### config.mk
export PLATFORM = sky130hd
export DESIGN_NAME = tmr_start_trig
export DESIGN_NICKNAME = d
export VERILOG_FILES = /design/src/rtl/tst_pkg.sv /design/src/rtl/tst_decode.sv /design/src/rtl/tst_guard.sv /design/src/rtl/tst_status.sv /design/src/rtl/tmr_start_trig.sv
export SDC_FILE = /design/constraint.sdc
export NUM_CORES = 1
export LEC_CHECK = 0
export ABC_AREA = 1
export BUFFER_PORTS_ARGS = -buffer_cell sky130_fd_sc_hd__buf_2
export CELL_PAD_IN_SITES_DETAIL_PLACEMENT = 1
export CELL_PAD_IN_SITES_GLOBAL_PLACEMENT = 2
export CORE_UTILIZATION = 32
export DETAILED_ROUTE_END_ITERATION = 8
export PLACE_DENSITY_LB_ADDON = 0.05
export SLEW_MARGIN = 20
export SYNTH_ARGS = -nofsm -noshare
export SYNTH_HDL_FRONTEND = slang
export SYNTH_SLANG_ARGS = --single-unit
### constraint.sdc
create_clock -name clk -period 1.6 [get_ports clk]
set_input_delay 0.24 -clock clk [delete_from_list [all_inputs] [get_ports clk]]
set_output_delay 0.24 -clock clk [all_outputs]
set_load 0.1 [all_outputs]
### src/rtl/tst_pkg.sv
package tst_pkg;
    typedef enum logic [0:0] {
        G_IDLE = 1'b0,
        G_WAIT = 1'b1
    } guard_state_t;

    function automatic int max_of(input int a, input int b);
        return (a > b) ? a : b;
    endfunction
endpackage

### src/rtl/tst_decode.sv
module tst_decode #(
    parameter int DW        = 16,
    parameter int NUM_CH    = 8,
    parameter int HI_A_BIT  = 9,
    parameter int HI_B_BIT  = 11
) (
    input  logic              wr_en,
    input  logic              wr_lo_en,
    input  logic [DW-1:0]     wr_data,
    output logic [NUM_CH-1:0] trig_lo,
    output logic [1:0]        trig_hi
);
    localparam logic [DW-1:0] USED_MASK =
        (DW'(1) << HI_A_BIT) | (DW'(1) << HI_B_BIT) | DW'((1 << NUM_CH) - 1);

    logic unused_rsvd;
    assign unused_rsvd = ^(wr_data & ~USED_MASK);

    // full write drives every trigger; low-byte write reaches channels only
    assign trig_lo    = (wr_en || wr_lo_en) ? wr_data[NUM_CH-1:0] : '0;
    assign trig_hi[0] = wr_en && wr_data[HI_A_BIT];
    assign trig_hi[1] = wr_en && wr_data[HI_B_BIT];
endmodule

### src/rtl/tst_guard.sv
module tst_guard
    import tst_pkg::*;
#(
    parameter int WAIT_FILT   = 4,
    parameter int WAIT_NOFILT = 2
) (
    input  logic clk,
    input  logic rst_n,
    input  logic mode_wr,
    input  logic filt_en,
    input  logic trig,
    output logic early_hit
);
    localparam int CW = $clog2(max_of(WAIT_FILT, WAIT_NOFILT) + 1);

    guard_state_t    state_q, state_d;
    logic [CW-1:0]   cnt_q, cnt_d;
    logic [CW-1:0]   load_val;

    assign load_val = filt_en ? CW'(WAIT_FILT) : CW'(WAIT_NOFILT);

    // state register
    always_ff @(posedge clk or negedge rst_n) begin
        if (!rst_n) begin
            state_q <= G_IDLE;
            cnt_q   <= '0;
        end else begin
            state_q <= state_d;
            cnt_q   <= cnt_d;
        end
    end

    // transitions
    always_comb begin
        state_d = state_q;
        cnt_d   = cnt_q;
        unique case (state_q)
            G_IDLE: begin
                if (mode_wr) begin            // idle_to_wait
                    state_d = G_WAIT;
                    cnt_d   = load_val;
                end                           // else idle_hold
            end
            G_WAIT: begin
                if (mode_wr) begin            // wait_reload
                    cnt_d = load_val;
                end else if (cnt_q <= CW'(1)) begin   // wait_to_idle
                    state_d = G_IDLE;
                    cnt_d   = '0;
                end else begin                // wait_tick
                    cnt_d = cnt_q - CW'(1);
                end
            end
            default: begin
                state_d = G_IDLE;
                cnt_d   = '0;
            end
        endcase
    end

    // outputs
    always_comb begin
        early_hit = 1'b0;
        unique case (state_q)
            G_IDLE:  early_hit = trig && mode_wr;
            G_WAIT:  early_hit = trig && (mode_wr || (cnt_q > CW'(1)));
            default: early_hit = 1'b0;
        endcase
    end
endmodule

### src/rtl/tst_status.sv
module tst_status #(
    parameter int W = 8
) (
    input  logic         clk,
    input  logic         rst_n,
    input  logic [W-1:0] set_i,
    input  logic [W-1:0] clr_i,
    output logic [W-1:0] pulse_o,
    output logic [W-1:0] stat_o
);
    always_ff @(posedge clk or negedge rst_n) begin
        if (!rst_n) begin
            pulse_o <= '0;
            stat_o  <= '0;
        end else begin
            pulse_o <= set_i;
            stat_o  <= (stat_o & ~clr_i) | set_i;   // set beats clear
        end
    end
endmodule

### src/rtl/tmr_start_trig.sv
module tmr_start_trig #(
    parameter int DW          = 16,
    parameter int NUM_CH      = 8,
    parameter int HI_CH_A     = 1,
    parameter int HI_CH_B     = 3,
    parameter int HI_A_BIT    = 9,
    parameter int HI_B_BIT    = 11,
    parameter int WAIT_FILT   = 4,
    parameter int WAIT_NOFILT = 2
) (
    input  logic              clk,
    input  logic              rst_n,
    input  logic              wr_en,
    input  logic              wr_lo_en,
    input  logic [DW-1:0]     wr_data,
    output logic [DW-1:0]     rd_data,
    input  logic [NUM_CH-1:0] mode_wr_i,
    input  logic [NUM_CH-1:0] filt_en_i,
    input  logic [NUM_CH-1:0] stop_i,
    input  logic [1:0]        stop_hi_i,
    output logic [NUM_CH-1:0] init_pulse_o,
    output logic [1:0]        init_hi_pulse_o,
    output logic [NUM_CH-1:0] en_stat_o,
    output logic [1:0]        en_hi_stat_o,
    output logic [NUM_CH-1:0] early_o
);
    logic [NUM_CH-1:0] trig_lo;
    logic [1:0]        trig_hi;
    logic [NUM_CH-1:0] guard_trig;
    logic [NUM_CH-1:0] early_hit;

    assign rd_data = '0;

    tst_decode #(
        .DW(DW), .NUM_CH(NUM_CH), .HI_A_BIT(HI_A_BIT), .HI_B_BIT(HI_B_BIT)
    ) u_dec (
        .wr_en(wr_en), .wr_lo_en(wr_lo_en), .wr_data(wr_data),
        .trig_lo(trig_lo), .trig_hi(trig_hi)
    );

    for (genvar n = 0; n < NUM_CH; n++) begin : g_ch
        if (n == HI_CH_A) begin : g_ha
            assign guard_trig[n] = trig_lo[n] | trig_hi[0];
        end else if (n == HI_CH_B) begin : g_hb
            assign guard_trig[n] = trig_lo[n] | trig_hi[1];
        end else begin : g_plain
            assign guard_trig[n] = trig_lo[n];
        end

        tst_guard #(
            .WAIT_FILT(WAIT_FILT), .WAIT_NOFILT(WAIT_NOFILT)
        ) u_guard (
            .clk(clk), .rst_n(rst_n),
            .mode_wr(mode_wr_i[n]), .filt_en(filt_en_i[n]),
            .trig(guard_trig[n]), .early_hit(early_hit[n])
        );
    end

    tst_status #(.W(NUM_CH)) u_lo (
        .clk(clk), .rst_n(rst_n), .set_i(trig_lo), .clr_i(stop_i),
        .pulse_o(init_pulse_o), .stat_o(en_stat_o)
    );

    tst_status #(.W(2)) u_hi (
        .clk(clk), .rst_n(rst_n), .set_i(trig_hi), .clr_i(stop_hi_i),
        .pulse_o(init_hi_pulse_o), .stat_o(en_hi_stat_o)
    );

    always_ff @(posedge clk or negedge rst_n) begin
        if (!rst_n) early_o <= '0;
        else        early_o <= early_hit;
    end
endmodule

==> results summary, run 1 <==
Setup violations remaining at the end of the flow were counted as 0. In the synthesized netlist, the number of instances is 362. The power density over the cells is 1760 nW/um2. The overall fraction of global-route tracks in use came out at 14.3%.

The worst setup path is launched from a flip-flop. After synthesis, the mean cell area works out to 8.51 um2. The clock tree from TritonCTS is built. The via total after detailed routing is 2,475.

The total power of the final layout came out at 6550 uW. The residual antenna-violating net count after detailed routing is 0. The data arrival time at the worst-slack endpoint came out at 1.13 ns. The cell taking the most area after synthesis is sky130_fd_sc_hd__dfrtp_1. The core box area came out at 9280 um2. The largest individual stage delay along the critical path comes from the cell sky130_fd_sc_hd__buf_2.

The first TritonRoute pass finished after 4 iterations. The number of port buffers is 67. The number of sinks driven by the clock tree is 60. The critical path goes through buf_2. The final routed DRC violation total came out at 0. Buffers added to address setup during post-CTS repair amount to 0.

Cells with a size suffix above 1 make up 23.5% of the layout. The worst-margin pin slew came out at 0.518 ns. The post-route minimum period is 1.37 ns. The post-detailed-routing wire length came out at 6490 um. The total inserted antenna cells is 0. Summing every instance area after synthesis gives 3080 um2. The data required time of the worst path came out at 1.36 ns. The number of levels in the clock H-tree came out at 3.

The flow ran to the end, and the final reports show no timing, DRC or antenna violations. The die boundary height came out at 100 um. Counting flops and latches in the post-synthesis netlist gives 60. Clock-pin slew was measured on the worst setup and hold paths at 0.07 ns. After detailed routing, the average wire length per cell comes to 11.3 um. The proportion of netlist area held by the largest area contributor came out at 48.7%.

Wire segments on met2 add up to 3010 um in the final route. During I/O placement, the number of pins put on the boundary was 90. In this design, the largest share of critical-path delay is due to buffers and inverters.

The fill cell total of the finished layout came out at 1,187. The initial core utilization came out at 33.2%. Leaving out fill and tap cells, the most frequent cell in the layout is sky130_fd_sc_hd__nand2_1. The maximum number of pins on one net before global-route repair is 61.

The buffer depth of the longest clock path is 2. The die covers 10,000 um2. The total of warnings raised by yosys is 0. The worst setup path is of the reg -> out kind. Setup repair after global routing left no endpoint under its margin.

In the layout the commonest cells are 82 x sky130_fd_sc_hd__nand2_1, 67 x sky130_fd_sc_hd__buf_2, 66 x sky130_fd_sc_hd__inv_1, 60 x sky130_fd_sc_hd__dfrtp_1. After synthesis, the cell types taking the most area are sky130_fd_sc_hd__dfrtp_1 49%, sky130_fd_sc_hd__nand2_1 10%, sky130_fd_sc_hd__inv_1 8.0%. The utilization of the core after routing came out at 40.1%.

Clock latency on the worst-skew pair, taken at its later pin, is 0.33 ns. The total count of hold-check failures in the final report came to 0. Summing all flip-flop and latch instances after layout gives 1500 um2. The die boundary width came out at 100 um. The hold buffer count at CTS came out at 1.

The highest cell delay on the worst timing path is 0.44 ns. The top layer used by detailed routing is met4. The worst clock skew on the final layout came out at 0.00973 ns. Relative to the synthesized area, the layout overhead comes to 21.0%. The DRC violation total after the first TritonRoute iteration is 74. The root buffer cell is sky130_fd_sc_hd__clkbuf_8. The length of routed wiring on met1 came out at 3050 um.

For this run, the top clock speed supported by timing is 0.730 GHz. The number of global-route vias before repair came to 2,568. The total clock buffers created by CTS is 9. The first global-routing pass estimated 11,200 um of wire.

Counting both buffers and inverters, the worst setup path holds a total of 1. The multi-input combinational cells in the finished layout cover a total of 1240 um2. The number of different library cells used by synthesis comes to 20.

The tool flagged a number of max-cap violations equal to 0. The maximum fanout encountered on the critical timing path is 2. The site row count came out at 35. The HPWL after detailed placement came out at 5010 um. The final weighted congestion in routability-driven placement is 0.768. The static leakage came out at 0.00209 uW. The type of element capturing the critical path is an output port. The min-delay analysis places its worst path in the category in -> reg. The total congestion overflow after global routing came out at 0. The initial antenna violation count came out at 0.

After clock tree synthesis, the repair step resized 0 gates. The detailed route wirelength on metal3 came out at 264 um. Setup total negative slack on the finished layout was measured at 0 ns. The per-cell via count in the routed design is 4.30. The sequential cell area fraction in the yosys report came out at 48.7%. IR analysis of the VDD net gives a maximum drop of 0.557 mV. The max-slew violation count came out at 0.

The headroom to the max-slew limit is 65.7%. Of the available clock period, the critical path in the final layout requires 85.7%. After the last flow step, the layout net total stands at 504.
layout make-up:
type | count | area share [%]
Clock buffer | 12 | 4.43
Multi-Input combinational cell | 231 | 33.2
Timing Repair Buffer | 71 | 10.2
Tap cell | 129 | 4.33
Clock inverter | 4 | 0.604
Inverter | 69 | 6.95
Sequential cell | 60 | 40.3
worst paths after layout:
check / start / end / depth (start not counted) / slack [ns]
worst min register to register: u_hi.stat_o[0] / u_hi.stat_o[0] / 2 / 0.53
worst min-delay path: stop_i[5] / u_lo.stat_o[5] / 2 / 0.07
worst max-delay path: u_lo.stat_o[7] / en_stat_o[7] / 1 / 0.23
max in group asynchronous: rst_n / early_o[4] / 3 / 0.86
min in group asynchronous: rst_n / g_ch[2].u_guard.cnt_q[2] / 3 / 0.43
worst max register to register: g_ch[0].u_guard.cnt_q[1] / g_ch[0].u_guard.cnt_q[2] / 5 / 0.38
logic make-up after synthesis:
| kind of cell | count (synthesis) | share of synthesized area, % |
|---|---|---|
| XOR/XNOR | 5 | 1.42 |
| other | 1 | 0.122 |
| flip-flops | 60 | 48.7 |
| adder cells (fa/ha/maj) | 16 | 6.50 |
| AO/OA/AOI/OAI | 34 | 7.35 |
| AND/OR/NAND/NOR | 160 | 22.9 |
| buffers and inverters | 86 | 13.0 |
power breakdown:
| group | total (uW) | leakage (uW) | internal, uW | switching [uW] |
|---|---|---|---|---|
| Sequential | 2400 | 0.000719 | 2000 | 402 |
| Combinational | 2880 | 0.00127 | 829 | 2050 |
| Clock | 1270 | 0.0000982 | 681 | 593 |
Yosys cell counts (all sizes together):
library cell,instances
ha,16
nand2,85
nand3,32
nor2,40
xor2,5
conb,1
or2,3
o22ai,8
o21ai,10
dfrtp,60
a21oi,5
inv,69
o211ai,3
a21boi,8
buf,17
state kept, by name, indices dropped and copies added, names as in the netlist:
signal and count:
u_lo.stat_o 8, u_hi.stat_o 2, g_ch.u_guard.state_q 8, early_o 8, g_ch.u_guard.cnt_q 24, u_lo.pulse_o 8
u_hi.pulse_o 2
per-layer routing:
layer | vias up | global-route usage [%]
li1 | 1244 | -
met1 | 1162 | 18.1
met2 | 57 | 23.0
met3 | 12 | 3.06
met4 | 0 | 7.69
met5 | - | 0
per-stage QoR:
stage                     hold WS [ns]  worst slack, ns  std cells  cell area (um2)
after floorplan                -0.0556            0.383        377             3140
after global placement           0.278            0.447        559             3530
after detailed placement         0.283            0.421        559             3530
after CTS                       0.0509            0.205        576             3730
after global routing            0.0830            0.190        576             3730
final                           0.0706            0.229        576             3730
(Power assumes the default switching activity.)
==> run 2, diff against run 1 <==
CELL_PAD_IN_SITES_DETAIL_PLACEMENT = default   (was 1)
CELL_PAD_IN_SITES_GLOBAL_PLACEMENT = default   (was 2)
CORE_UTILIZATION = 45   (was 32)
==> run 2 against run 1 <==
The run now ends with DRC left. First-iteration DRC count down 12%. Die area is 28% lower. Register-to-register slack better by 0.07 ns. Non-clock buffer count down 1. Sequential cell count is the same. Power increased by 0.57%. Sequential power is essentially flat. Global-route usage rose by 2.7 points. Critical path type unchanged. Highest routed layer unchanged.
==> results summary, run 2 (same netlist as run 1, synthesis figures left out) <==
The number of port buffers came out at 67 (unchanged). The initial antenna violation count came to 0 (unchanged). The max-slew violation count came to 0 (unchanged).

The site row count is 29 (was 35). The residual antenna-violating net count after detailed routing is 0 (unchanged). The maximum number of pins on one net before global-route repair is 61 (unchanged).

The total inserted antenna cells is 0 (unchanged). The type of the most critical hold path is in -> reg (unchanged). The number of global-route vias before repair is 2,298 (was 2,568). The utilization of the core after routing came out at 56.5% (was 40.1%). The final hold slack came out at 0.0755 ns (was 0.0706 ns). The placed instance count is 506 (was 559). The die boundary height was 84.7 um (was 100 um). The buffer depth of the longest clock path came out at 2 (unchanged). Cell-by-cell trace of the critical path: buf_2 (unchanged).

The maximum fanout encountered on the critical timing path is 2 (unchanged). The worst clock skew on the final layout came out at 0.00983 ns (was 0.00973 ns). The global-route track usage on met2 is 27.3% (was 23.0%). The area occupied by multi-input gates is 1240 um2 (unchanged). The fill cell total of the finished layout is 619 (was 1,187). The hold path depth is 2 (unchanged). The most utilized layer in the global route result is met2 (unchanged). The number of levels in the clock H-tree came out at 3 (unchanged).

The area used by sequential logic in the layout is 1500 um2 (unchanged). The family with the most delay on the worst path is buffers and inverters (unchanged). The core box area is 6490 um2 (was 9280 um2). The initial core utilization is 47.4% (was 33.2%). The hold buffer count at CTS came out at 1 (unchanged). The power density over the cells is 1800 nW/um2 (was 1760 nW/um2).

The total congestion overflow after global routing is 0 (unchanged). The global-route wire length before repair was 9610 um (was 11,200 um). The total clock buffers created by CTS is 9 (unchanged).

The iteration count of the initial detailed-routing pass came out at 8 (was 4). The HPWL after detailed placement is 4060 um (was 5010 um). The number of max-cap violations came to 0 (unchanged).

The post-detailed-routing wire length came out at 5360 um (was 6490 um). The data arrival time at the worst-slack endpoint came out at 1.13 ns (about the same). The final weighted congestion in routability-driven placement is 0.855 (was 0.768). Result of the run: complete, but fails checks (was finished clean). The highest cell delay on the worst timing path came to 0.43 ns (was 0.44 ns). Commonest cells after routing, fill and taps aside: 82 x sky130_fd_sc_hd__nand2_1, 67 x sky130_fd_sc_hd__buf_2, 66 x sky130_fd_sc_hd__inv_1, 60 x sky130_fd_sc_hd__dfrtp_1 (unchanged). The count of instances resized after the clock tree is built was 0 (unchanged). The global routing met1 resource utilization came out at 21.7% (was 18.1%). The type of element capturing the critical path is an output port (unchanged). The total count of hold-check failures in the final report is 0 (unchanged). The die area came out at 7180 um2 (was 10,000 um2). The detailed-route wire length per cell is 10.3 um (was 11.3 um). The register ranked first by flip-flop count was g_ch.u_guard.cnt_q (unchanged). The clock transition time at the flip-flop clock pins of the worst setup and hold paths is 0.07 ns (about the same).

The post-route minimum period came to 1.37 ns (about the same). The cell depth of the worst flop-to-flop path came out at 7 (was 5). The overall fraction of global-route tracks in use is 17.0% (was 14.3%).

The root buffer cell is sky130_fd_sc_hd__clkbuf_8 (unchanged). The final net count is 503 (was 504). The latest clock arrival within the worst-skew pair is 0.33 ns (about the same). The non-filler instance count after layout is 523 (was 576). The most common cell after layout, fill and taps aside was sky130_fd_sc_hd__nand2_1 (unchanged).

The number of cells on the critical path is 1 (unchanged). The top achievable clock speed is 0.732 GHz (was 0.730 GHz). The number of sinks driven by the clock tree is 60 (unchanged). The flip-flop count of the largest register, all copies and words added is 24 (unchanged). The number of top-level pins was 90 (unchanged).

The share of the clock period used by the worst path came out at 85.4% (was 85.7%). The final routed DRC violation total is 4 (was 0). The layout overhead on the synthesized area came out at 19.1% (was 21.0%). The DRC violation total after the first TritonRoute iteration came out at 65 (was 74). The die boundary width is 84.7 um (was 100 um). The start-to-end type of the worst setup path is reg -> out (unchanged).

The combined buffer and inverter count along the critical path is 1 (unchanged). The per-cell via count in the routed design came to 4.53 (was 4.30). The fraction of layout instances using a drive strength above 1 is 23.1% (was 23.5%). The final total negative setup slack is 0 ns (unchanged). The startpoint type of the worst setup path is a flip-flop (unchanged). The met3 track demand over resource in global routing is 3.74% (was 3.06%).

The data required time of the worst path was 1.36 ns (about the same). The largest vdd supply drop is 0.780 mV (was 0.557 mV). The checks that failed: DRC. The cell with the biggest individual delay on the critical path was sky130_fd_sc_hd__buf_2 (unchanged). The total power of the final layout came out at 6590 uW (was 6550 uW). The via total after detailed routing came out at 2,367 (was 2,475). The final count of negative-setup-slack endpoints came out at 0 (unchanged). The clock tree from TritonCTS is built (unchanged). Unrepaired setup endpoints after global routing: false (unchanged). The static leakage is 0.00209 uW (about the same). The number of setup buffers added after CTS was 0 (unchanged).
## run 2: final timing paths
kind	start	to	slack, ns
setup / recovery	u_lo.stat_o[3]	en_stat_o[3]	0.23
hold / removal	stop_i[5]	u_lo.stat_o[5]	0.08
setup reg to reg	g_ch[6].u_guard.cnt_q[1]	g_ch[6].u_guard.cnt_q[2]	0.45
hold reg to reg	u_lo.stat_o[2]	u_lo.stat_o[2]	0.52
max in group asynchronous	rst_n	u_hi.pulse_o[1]	0.89
min in group asynchronous	rst_n	g_ch[2].u_guard.cnt_q[2]	0.43
## run 2: power breakdown
part           leakage [uW]  internal (uW)  switching [uW]  total (uW)
sequential         0.000719           2000             390        2390
combinational       0.00127            825            2000        2820
clock              0.000102            799             580        1380
## run 2: per-layer routing
metal	vias up	routed length, um	share of wire (%)
met3	11	244	4.5
met1	1067	2650	49
li1	1239	-	-
met5	-	0	0
met4	0	110	2.1
met2	50	2360	44
## run 2: area by class of cell
cell class	count	share of cell area, %
timing repair buffer	70	10.2
sequential	60	40.9
clock inverter	4	1.30
clock buffer	12	4.23
multi-input combinational	231	33.7
inverter	69	7.06
tap	77	2.63
## run 2: per-stage QoR
stage / setup WS (ns) / cell area (um2)
detailed placement: 0.457 / 3460
global route: 0.188 / 3670
finish: 0.234 / 3670
floorplan: 0.383 / 3140
CTS: 0.206 / 3670
global placement: 0.483 / 3460
